File: config.mk
export PLATFORM = sky130hd
export DESIGN_NAME = rsff_phase_det
export DESIGN_NICKNAME = d
export VERILOG_FILES = /design/src/rtl/rspd_pkg.sv /design/src/rtl/rspd_rst_sync.sv /design/src/rtl/rspd_edge_sync.sv /design/src/rtl/rspd_rs_core.sv /design/src/rtl/rspd_meter.sv /design/src/rtl/rspd_ref_watch.sv /design/src/rtl/rsff_phase_det.sv
export SDC_FILE = /design/constraint.sdc
export NUM_CORES = 1
export LEC_CHECK = 0
export BUFFER_PORTS_ARGS = -buffer_cell sky130_fd_sc_hd__buf_2
export CORE_UTILIZATION = 30
export DETAILED_ROUTE_END_ITERATION = 10
export GPL_ROUTABILITY_DRIVEN = 0
export GPL_TIMING_DRIVEN = 1
export PLACE_DENSITY = 0.49
export SLEW_MARGIN = 40
export SYNTH_ARGS = -nofsm -noshare
export SYNTH_HDL_FRONTEND = slang
export SYNTH_SLANG_ARGS = --single-unit
File: constraint.sdc
create_clock -name clk -period 1 [get_ports clk]
set_input_delay 0.05 -clock clk [delete_from_list [all_inputs] [get_ports clk]]
set_output_delay 0.05 -clock clk [all_outputs]
set_load 0.1 [all_outputs]
File: src/rtl/rspd_pkg.sv
package rspd_pkg;

  // Event seen by the set-reset core in one system clock cycle
  typedef enum logic [1:0] {
    EV_NONE = 2'b00,
    EV_SET  = 2'b01,
    EV_CLR  = 2'b10,
    EV_BOTH = 2'b11
  } rspd_evt_e;

  function automatic rspd_evt_e rspd_classify(input logic set_rise, input logic clr_rise);
    rspd_evt_e evt;
    unique case ({clr_rise, set_rise})
      2'b01:   evt = EV_SET;
      2'b10:   evt = EV_CLR;
      2'b11:   evt = EV_BOTH;
      default: evt = EV_NONE;
    endcase
    return evt;
  endfunction

endpackage

File: src/rtl/rspd_rst_sync.sv
module rspd_rst_sync #(
  parameter int unsigned STAGES = 2
) (
  input  logic clk,
  input  logic arst_ni,
  output logic rst_no
);
  logic [STAGES-1:0] chain_q;
  logic [STAGES-1:0] chain_d;

  always_comb begin
    chain_d = {chain_q[STAGES-2:0], 1'b1};
  end

  always_ff @(posedge clk or negedge arst_ni) begin
    if (!arst_ni) chain_q <= '0;
    else          chain_q <= chain_d;
  end

  assign rst_no = chain_q[STAGES-1];
endmodule

File: src/rtl/rspd_edge_sync.sv
module rspd_edge_sync #(
  parameter int unsigned STAGES = 2
) (
  input  logic clk,
  input  logic rst_ni,
  input  logic din,
  output logic rise_o
);
  logic [STAGES-1:0] sync_q;
  logic [STAGES-1:0] sync_d;
  logic              prev_q;
  logic              prev_d;

  always_comb begin
    sync_d[0] = din;
  end

  for (genvar s = 1; s < STAGES; s++) begin : g_stage
    always_comb begin
      sync_d[s] = sync_q[s-1];
    end
  end

  always_comb begin
    prev_d = sync_q[STAGES-1];
  end

  always_ff @(posedge clk or negedge rst_ni) begin
    if (!rst_ni) begin
      sync_q <= '0;
      prev_q <= 1'b0;
    end else begin
      sync_q <= sync_d;
      prev_q <= prev_d;
    end
  end

  assign rise_o = sync_q[STAGES-1] & ~prev_q;
endmodule

File: src/rtl/rspd_rs_core.sv
module rspd_rs_core
  import rspd_pkg::*;
(
  input  logic clk,
  input  logic rst_ni,
  input  logic set_rise,
  input  logic clr_rise,
  output logic q_o,
  output logic start_o,
  output logic stop_o
);
  rspd_evt_e evt;
  logic      q_q;
  logic      q_d;
  logic      q_en;

  always_comb begin
    evt  = rspd_classify(set_rise, clr_rise);
    q_d  = q_q;
    unique case (evt)
      EV_SET:          q_d = 1'b1;
      EV_CLR, EV_BOTH: q_d = 1'b0;
      default:         q_d = q_q;
    endcase
    q_en = (q_d != q_q);
  end

  always_ff @(posedge clk or negedge rst_ni) begin
    if (!rst_ni)   q_q <= 1'b0;
    else if (q_en) q_q <= q_d;
  end

  assign q_o     = q_q;
  assign start_o = ~q_q & (evt == EV_SET);
  assign stop_o  = q_q & ((evt == EV_CLR) | (evt == EV_BOTH));
endmodule

File: src/rtl/rspd_meter.sv
module rspd_meter #(
  parameter int unsigned CNT_W = 8
) (
  input  logic             clk,
  input  logic             rst_ni,
  input  logic             run_i,
  input  logic             start_i,
  input  logic             stop_i,
  output logic [CNT_W-1:0] count_o,
  output logic             valid_o
);
  localparam logic [CNT_W-1:0] CNT_MAX = {CNT_W{1'b1}};
  localparam logic [CNT_W-1:0] CNT_ONE = CNT_W'(1);

  logic [CNT_W-1:0] cnt_q, cnt_d;
  logic             cnt_en;
  logic [CNT_W-1:0] rep_q, rep_d;
  logic             rep_en;
  logic             vld_q, vld_d;

  always_comb begin
    cnt_d  = cnt_q;
    cnt_en = 1'b0;
    if (start_i) begin
      cnt_d  = CNT_ONE;
      cnt_en = 1'b1;
    end else if (run_i && !stop_i && (cnt_q != CNT_MAX)) begin
      cnt_d  = cnt_q + CNT_ONE;
      cnt_en = 1'b1;
    end
    rep_d  = cnt_q;
    rep_en = stop_i;
    vld_d  = stop_i;
  end

  always_ff @(posedge clk or negedge rst_ni) begin
    if (!rst_ni) begin
      cnt_q <= '0;
      rep_q <= '0;
      vld_q <= 1'b0;
    end else begin
      if (cnt_en) cnt_q <= cnt_d;
      if (rep_en) rep_q <= rep_d;
      vld_q <= vld_d;
    end
  end

  assign count_o = rep_q;
  assign valid_o = vld_q;
endmodule

File: src/rtl/rspd_ref_watch.sv
module rspd_ref_watch #(
  parameter int unsigned LOSS_CYC = 64
) (
  input  logic clk,
  input  logic rst_ni,
  input  logic ref_rise,
  output logic lost_o
);
  localparam int unsigned TMO_W = (LOSS_CYC > 1) ? $clog2(LOSS_CYC) : 1;
  localparam logic [TMO_W-1:0] TMO_LAST = TMO_W'(LOSS_CYC - 1);

  logic [TMO_W-1:0] tmo_q, tmo_d;
  logic             tmo_en;
  logic             lost_q, lost_d;
  logic             lost_en;

  always_comb begin
    tmo_d   = tmo_q;
    tmo_en  = 1'b0;
    lost_d  = lost_q;
    lost_en = 1'b0;
    if (ref_rise) begin
      tmo_d   = '0;
      tmo_en  = 1'b1;
      lost_d  = 1'b0;
      lost_en = 1'b1;
    end else if (!lost_q) begin
      if (tmo_q == TMO_LAST) begin
        lost_d  = 1'b1;
        lost_en = 1'b1;
      end else begin
        tmo_d  = tmo_q + TMO_W'(1);
        tmo_en = 1'b1;
      end
    end
  end

  always_ff @(posedge clk or negedge rst_ni) begin
    if (!rst_ni) begin
      tmo_q  <= '0;
      lost_q <= 1'b0;
    end else begin
      if (tmo_en)  tmo_q  <= tmo_d;
      if (lost_en) lost_q <= lost_d;
    end
  end

  assign lost_o = lost_q;
endmodule

File: src/rtl/rsff_phase_det.sv
module rsff_phase_det #(
  parameter int unsigned SYNC_STAGES = 2,
  parameter int unsigned CNT_W       = 8,
  parameter int unsigned LOSS_CYC    = 64
) (
  input  logic             clk,
  input  logic             rst_n,
  input  logic             ref_in,
  input  logic             fb_in,
  output logic             pd_out,
  output logic [CNT_W-1:0] meas_count,
  output logic             meas_valid
);
  logic rst_sync_n;
  logic ref_rise;
  logic fb_rise;
  logic core_q;
  logic core_start;
  logic core_stop;
  logic ref_lost;

  rspd_rst_sync #(.STAGES(2)) u_rst (
    .clk     (clk),
    .arst_ni (rst_n),
    .rst_no  (rst_sync_n)
  );

  rspd_edge_sync #(.STAGES(SYNC_STAGES)) u_ref_sync (
    .clk    (clk),
    .rst_ni (rst_sync_n),
    .din    (ref_in),
    .rise_o (ref_rise)
  );

  rspd_edge_sync #(.STAGES(SYNC_STAGES)) u_fb_sync (
    .clk    (clk),
    .rst_ni (rst_sync_n),
    .din    (fb_in),
    .rise_o (fb_rise)
  );

  rspd_rs_core u_core (
    .clk      (clk),
    .rst_ni   (rst_sync_n),
    .set_rise (ref_rise),
    .clr_rise (fb_rise),
    .q_o      (core_q),
    .start_o  (core_start),
    .stop_o   (core_stop)
  );

  rspd_meter #(.CNT_W(CNT_W)) u_meter (
    .clk     (clk),
    .rst_ni  (rst_sync_n),
    .run_i   (core_q),
    .start_i (core_start),
    .stop_i  (core_stop),
    .count_o (meas_count),
    .valid_o (meas_valid)
  );

  rspd_ref_watch #(.LOSS_CYC(LOSS_CYC)) u_watch (
    .clk      (clk),
    .rst_ni   (rst_sync_n),
    .ref_rise (ref_rise),
    .lost_o   (ref_lost)
  );

  assign pd_out = core_q | ref_lost;
endmodule

Word level (Yosys, flattened, before mapping)
Cells that the tools add are included.
{"block": "word_totals", "regBits": 33, "latchBits": 0, "mem_bits_rw": 0, "romBits": 0, "out_inout_bits": 10, "wordCells": 57, "memories": 0}
{"block": "classes", "n_addsub": 2, "multipliers": 0, "div": 0, "n_lt_le_gt_ge": 0, "eq_ne": 11, "shift": 0, "muxes": 17, "bitwise": 9, "reduce_logical": 7}
{"op": "$mux 6", "n": 3}
{"op": "$mux 8", "n": 2}
{"op": "$mux 1", "n": 10}
{"op": "$add 8x1->8 const B", "n": 1}
{"op": "$eq 2x2->1 const B", "n": 4}
{"op": "$ne 8x8->1 const B", "n": 1}
{"op": "$add 6x1->6 const B", "n": 1}
{"op": "$eq 6x6->1 const B", "n": 1}
{"op": "$pmux 2 s3", "n": 1}
{"op": "$and 1x1->1", "n": 4}
{"op": "$eq 2x1->1 const B", "n": 2}
{"op": "$ne 2x2->1 const B", "n": 2}
{"op": "$not 1->1", "n": 3}
{"op": "$reduce_and 3->1", "n": 1}
{"op": "$logic_and 1x1->1", "n": 2}
{"op": "$or 1x1->1", "n": 2}
{"op": "$pmux 1 s2", "n": 1}
{"op": "$reduce_and 2->1", "n": 1}
{"op": "$reduce_bool 2->1", "n": 1}
{"op": "$reduce_or 2->1", "n": 1}
{"op": "$logic_not 1->1", "n": 1}
{"op": "$ne 1x1->1", "n": 1}

Depth between registers and ports, before layout
{"block": "depth", "depth_word": 13, "mapped_depth": 5}

Hierarchy
From an unflattened synthesis, not the netlist that was laid out.
{"block": "unflattened", "hier_cells": 120, "hier_area_um2": 1496.4}
{"module": "rspd_meter", "instances": 1, "cells_per_inst": 61, "area_each_um2": 772.0, "seq_area_each_um2": 425.4}
{"module": "rspd_ref_watch", "instances": 1, "cells_per_inst": 43, "area_each_um2": 431.7, "seq_area_each_um2": 175.2}
{"module": "rspd_edge_sync", "instances": 2, "cells_per_inst": 4, "area_each_um2": 88.8, "seq_area_each_um2": 75.1}
{"module": "rspd_rs_core", "instances": 1, "cells_per_inst": 4, "area_each_um2": 55.1, "seq_area_each_um2": 25.0}
{"module": "rspd_rst_sync", "instances": 1, "cells_per_inst": 3, "area_each_um2": 53.8, "seq_area_each_um2": 50.0}
{"module": "rsff_phase_det", "instances": 1, "cells_per_inst": 1, "area_each_um2": 6.3, "seq_area_each_um2": 0.0}

Worst setup path before layout
Ideal clock, no wire load.
{"block": "synth_timing", "kind": "register to register", "start": "reg u_meter.cnt_q[0]", "end": "reg u_meter.cnt_q[3]", "setup_ns": 0.121, "t_arrival_ns": 1.300, "t_required_ns": 0.879, "path_slack_ns": -0.421, "stages_incl_launch_ff": 6, "path_buffers": 0, "period_less_slack_ns": 1.421, "path_cell_list": "dfrtp_1 -> ha_1 -> nand4_2 -> o221ai_4 -> o21bai_1 -> a22o_1"}
{"block": "synth_via", "elab_chain_cells": 5}
{"item": "start: declaration", "line": "rspd_meter.sv:15", "source": "logic [CNT_W-1:0] cnt_q, cnt_d;"}
{"item": "start signal: assignment", "line": "rspd_meter.sv:42", "source": "if (cnt_en) cnt_q <= cnt_d;"}
{"item": "parallel branches: the longest is 5 deep, another holds $add 8x1->8"}
Parallel ways; which one is timed is not known. The select of a mux whose other input is x is not followed.
A chain may end at the register's enable or synchronous reset.

Worst setup path in the final report
{"block": "layout_timing", "start": "reg u_meter.cnt_q[1]", "end": "reg u_meter.cnt_q[3]"}
The elaborated chain is that of the path after synthesis.

==> results.md <==
- Ys flop type: dfrtp_1
- PwrDens: approximately 2200 mW/mm2
- Clock tree buffer depth: 2
- Antenna violations before repair: 0
- Row count: 24
- CTS Root Cell: clkbuf_8
- Remaining antenna violation count: 0
- H-tree levels: 2
- Synth-to-Final Area Change: 65.4%
- HPWL reported at the end of detailed placement: 2.04 mm
- Status: finished, violations left
- Netlist Area Pre-Place: roughly 0.0014 mm2
- Die footprint: just over 0.005 mm2
- Vias in the first global route: approximately 1200
- DR WL/cell: 13.6 um
- CTS Buf Count: 5
- Worst vdd ir: 1540 uV
- CP Launch Type: flop
- Worst setup path class: flop to flop
- Number of synthesized register bits: 33
- Cell count after synthesis: 116
- Worst min path class: primary input to asynchronous set/reset pin
- Layout Nets: around 190
- Syn. warnings: 0
- Yosys cell types: 38
- CTS tree: built
- Final min period: about 1.4 ns
- Initial Util: 32.1%
- Grt total ovfl: 0
- Die Ht: between 70 and 80 um
- Arrival @ worst endpoint: approximately 1.6 ns
- EDFF count, synth: 0
- Clk pin slew, worst setup/hold paths: ~0.060 ns
- Tcrit/Tclk final: 138%
- Dpl ws: -0.399 ns
- I/O Pins: 14
- Antenna diodes: 0
- Cell family with most CP delay: compound AO/OA/AOI/OAI gates
- RSZ-0062 raised after global routing: yes
- Fill cells: 382
- Clock Latency Late Sink: 0.29 ns
- Worst setup EP type: flop
- Die Wd: between 70 and 80 um
- Commonest non-fill, non-tap cell in the layout: buf_4
- Finished Core Util: 53.1%
- Ys async rst share: 100%
- Fraction of layout cells with a size suffix above 1: about 58%
- # DRC: 0
- Avg Vias per Cell: about 4.8
- CTS Sinks: 33
- Drt total wl: 3.19 mm
- Final worst slack: -0.377 ns
- Max Clk Rate: 726 MHz
- Buf/Inv on CP: 0
- Max-Cap Viols: 0
- Syn_nets: 122
- Pre-antenna DRT Iters: 4
- Final Skew: between 0.006 and 0.007 ns
- CP max FO: 7
- Slowest CP cell: dfrtp_1
- Core area: roughly 0.0045 mm2
- IO Port Bufs: 13
- Via Count: around 1100
- Leakage: 0.00111 uW
- CP Cell Sequence: ha_4, nand4_4, o221ai_4, o21bai_1, a22o_1
- Failing checks: setup timing
- Register area share after synthesis: about 57%
- Final setup violation count: 25
- Final hold viol count: 0
- Final Max Slew Viols: 0
- Mapped Avg Cell Area: around 12 um2
- CP Data Required Time: between 1 and 1.5 ns
- GR Util All Layers: between 10% and 20%
- Initial DRC count: 29
- First-pass GRT wire length: roughly 5.5 mm
- Most frequent cells in the layout: buf_4 (32), dfrtp_1 (22), buf_12 (11), buf_6 (11), dfrtp_2 (11)
- Largest net degree at the start of global routing: 32
- Max incr delay on CP: between 0.4 and 0.5 ns
per-layer routing:
metal | share of wire [%] | routed length, um | global-route usage (%) | up-vias
met5 | 0 | 0 | 0 | -
li1 | - | - | - | 549
met1 | 46 | 1450 | 18.6 | 546
met3 | 4.4 | 141 | 4.36 | 6
met2 | 48 | 1530 | 22.3 | 27
met4 | 1.9 | 61 | 6.22 | 0
cells by family after synthesis:
family	synth area share (%)
and+or+nand+nor	15.9
DFF	57.1
AOI/OAI and AO/OA	14.1
muxes	6.92
xor gates and xnor gates	2.42
buffers and inverters	1.56
adders and majority gates	1.73
other	0.259
registers in the layout, indices dropped and copies added, names as in the netlist, 2 cells and up:
register,cells
u_meter.count_o,8
u_ref_sync.sync_q,2
u_fb_sync.sync_q,2
u_watch.tmo_q,6
u_meter.cnt_q,8
u_rst.chain_q,2
through the flow:
stage	cells	TNS (ns)	area (um2)	hold slack [ns]	total power (uW)
floorplan	116	-4.31	1560	-0.246	3030
global placement	209	-5.44	2060	-0.165	3880
finish	235	-6.00	2390	0.0734	5190
CTS	233	-6.01	2350	0.0713	5170
detailed placement	209	-5.86	2060	-0.163	3920
global route	235	-7.28	2390	0.102	5450
final timing paths:
path                                            from                   end  slack [ns]  depth (start not counted)
min in group clk                u_ref_sync.sync_q[0]  u_ref_sync.sync_q[1]        0.35                          0
max in group asynchronous           u_rst.chain_q[1]    u_meter.count_o[7]        0.60                          1
worst min register to register      u_rst.chain_q[1]        u_watch.lost_o        0.21                          1
worst max register to register      u_meter.cnt_q[1]      u_meter.cnt_q[3]       -0.38                          5
worst max-delay path                u_meter.cnt_q[1]      u_meter.cnt_q[3]       -0.38                          5
worst min-delay path                           rst_n      u_rst.chain_q[1]        0.07                          2
cell type report:
cell class	count	area (um2)	share of cell area, %
repair buffers	60	629	26.3
multi-input cells	80	758	31.7
well taps	52	65.1	2.72
flip-flops and latches	33	840	35.1
inverters	2	10.0	0.418
clock buffers	8	90.1	3.77
where the power goes:
group          internal (uW)  switching (uW)
logic                   1110            1180
registers               1600             266
clock network            561             475
cells in the mapped netlist (all sizes together), types with 3 or more instances:
cell    n  area, um2
o21ai   3       15.0
a21oi   4       20.0
mux2    8       90.1
nand3   4       20.0
nand2   8       30.0
nor2b   3       26.3
xnor2   4       35.0
dfrtp  33        826
nor2   12       47.6
a22o    4       35.0
what timing repair did:
action / 4_1_cts / 5_1_grt
cloned: 1 / 0
setup buffers: 12 / 3
gates resized for setup: 18 / 9
hold buffers: 3 / 0
endpoints found under the hold margin: 4 / 0
pin swaps: 14 / 8
setup endpoints to repair: 25 / 26
No activity file was read; power rests on OpenSTA's default activity.
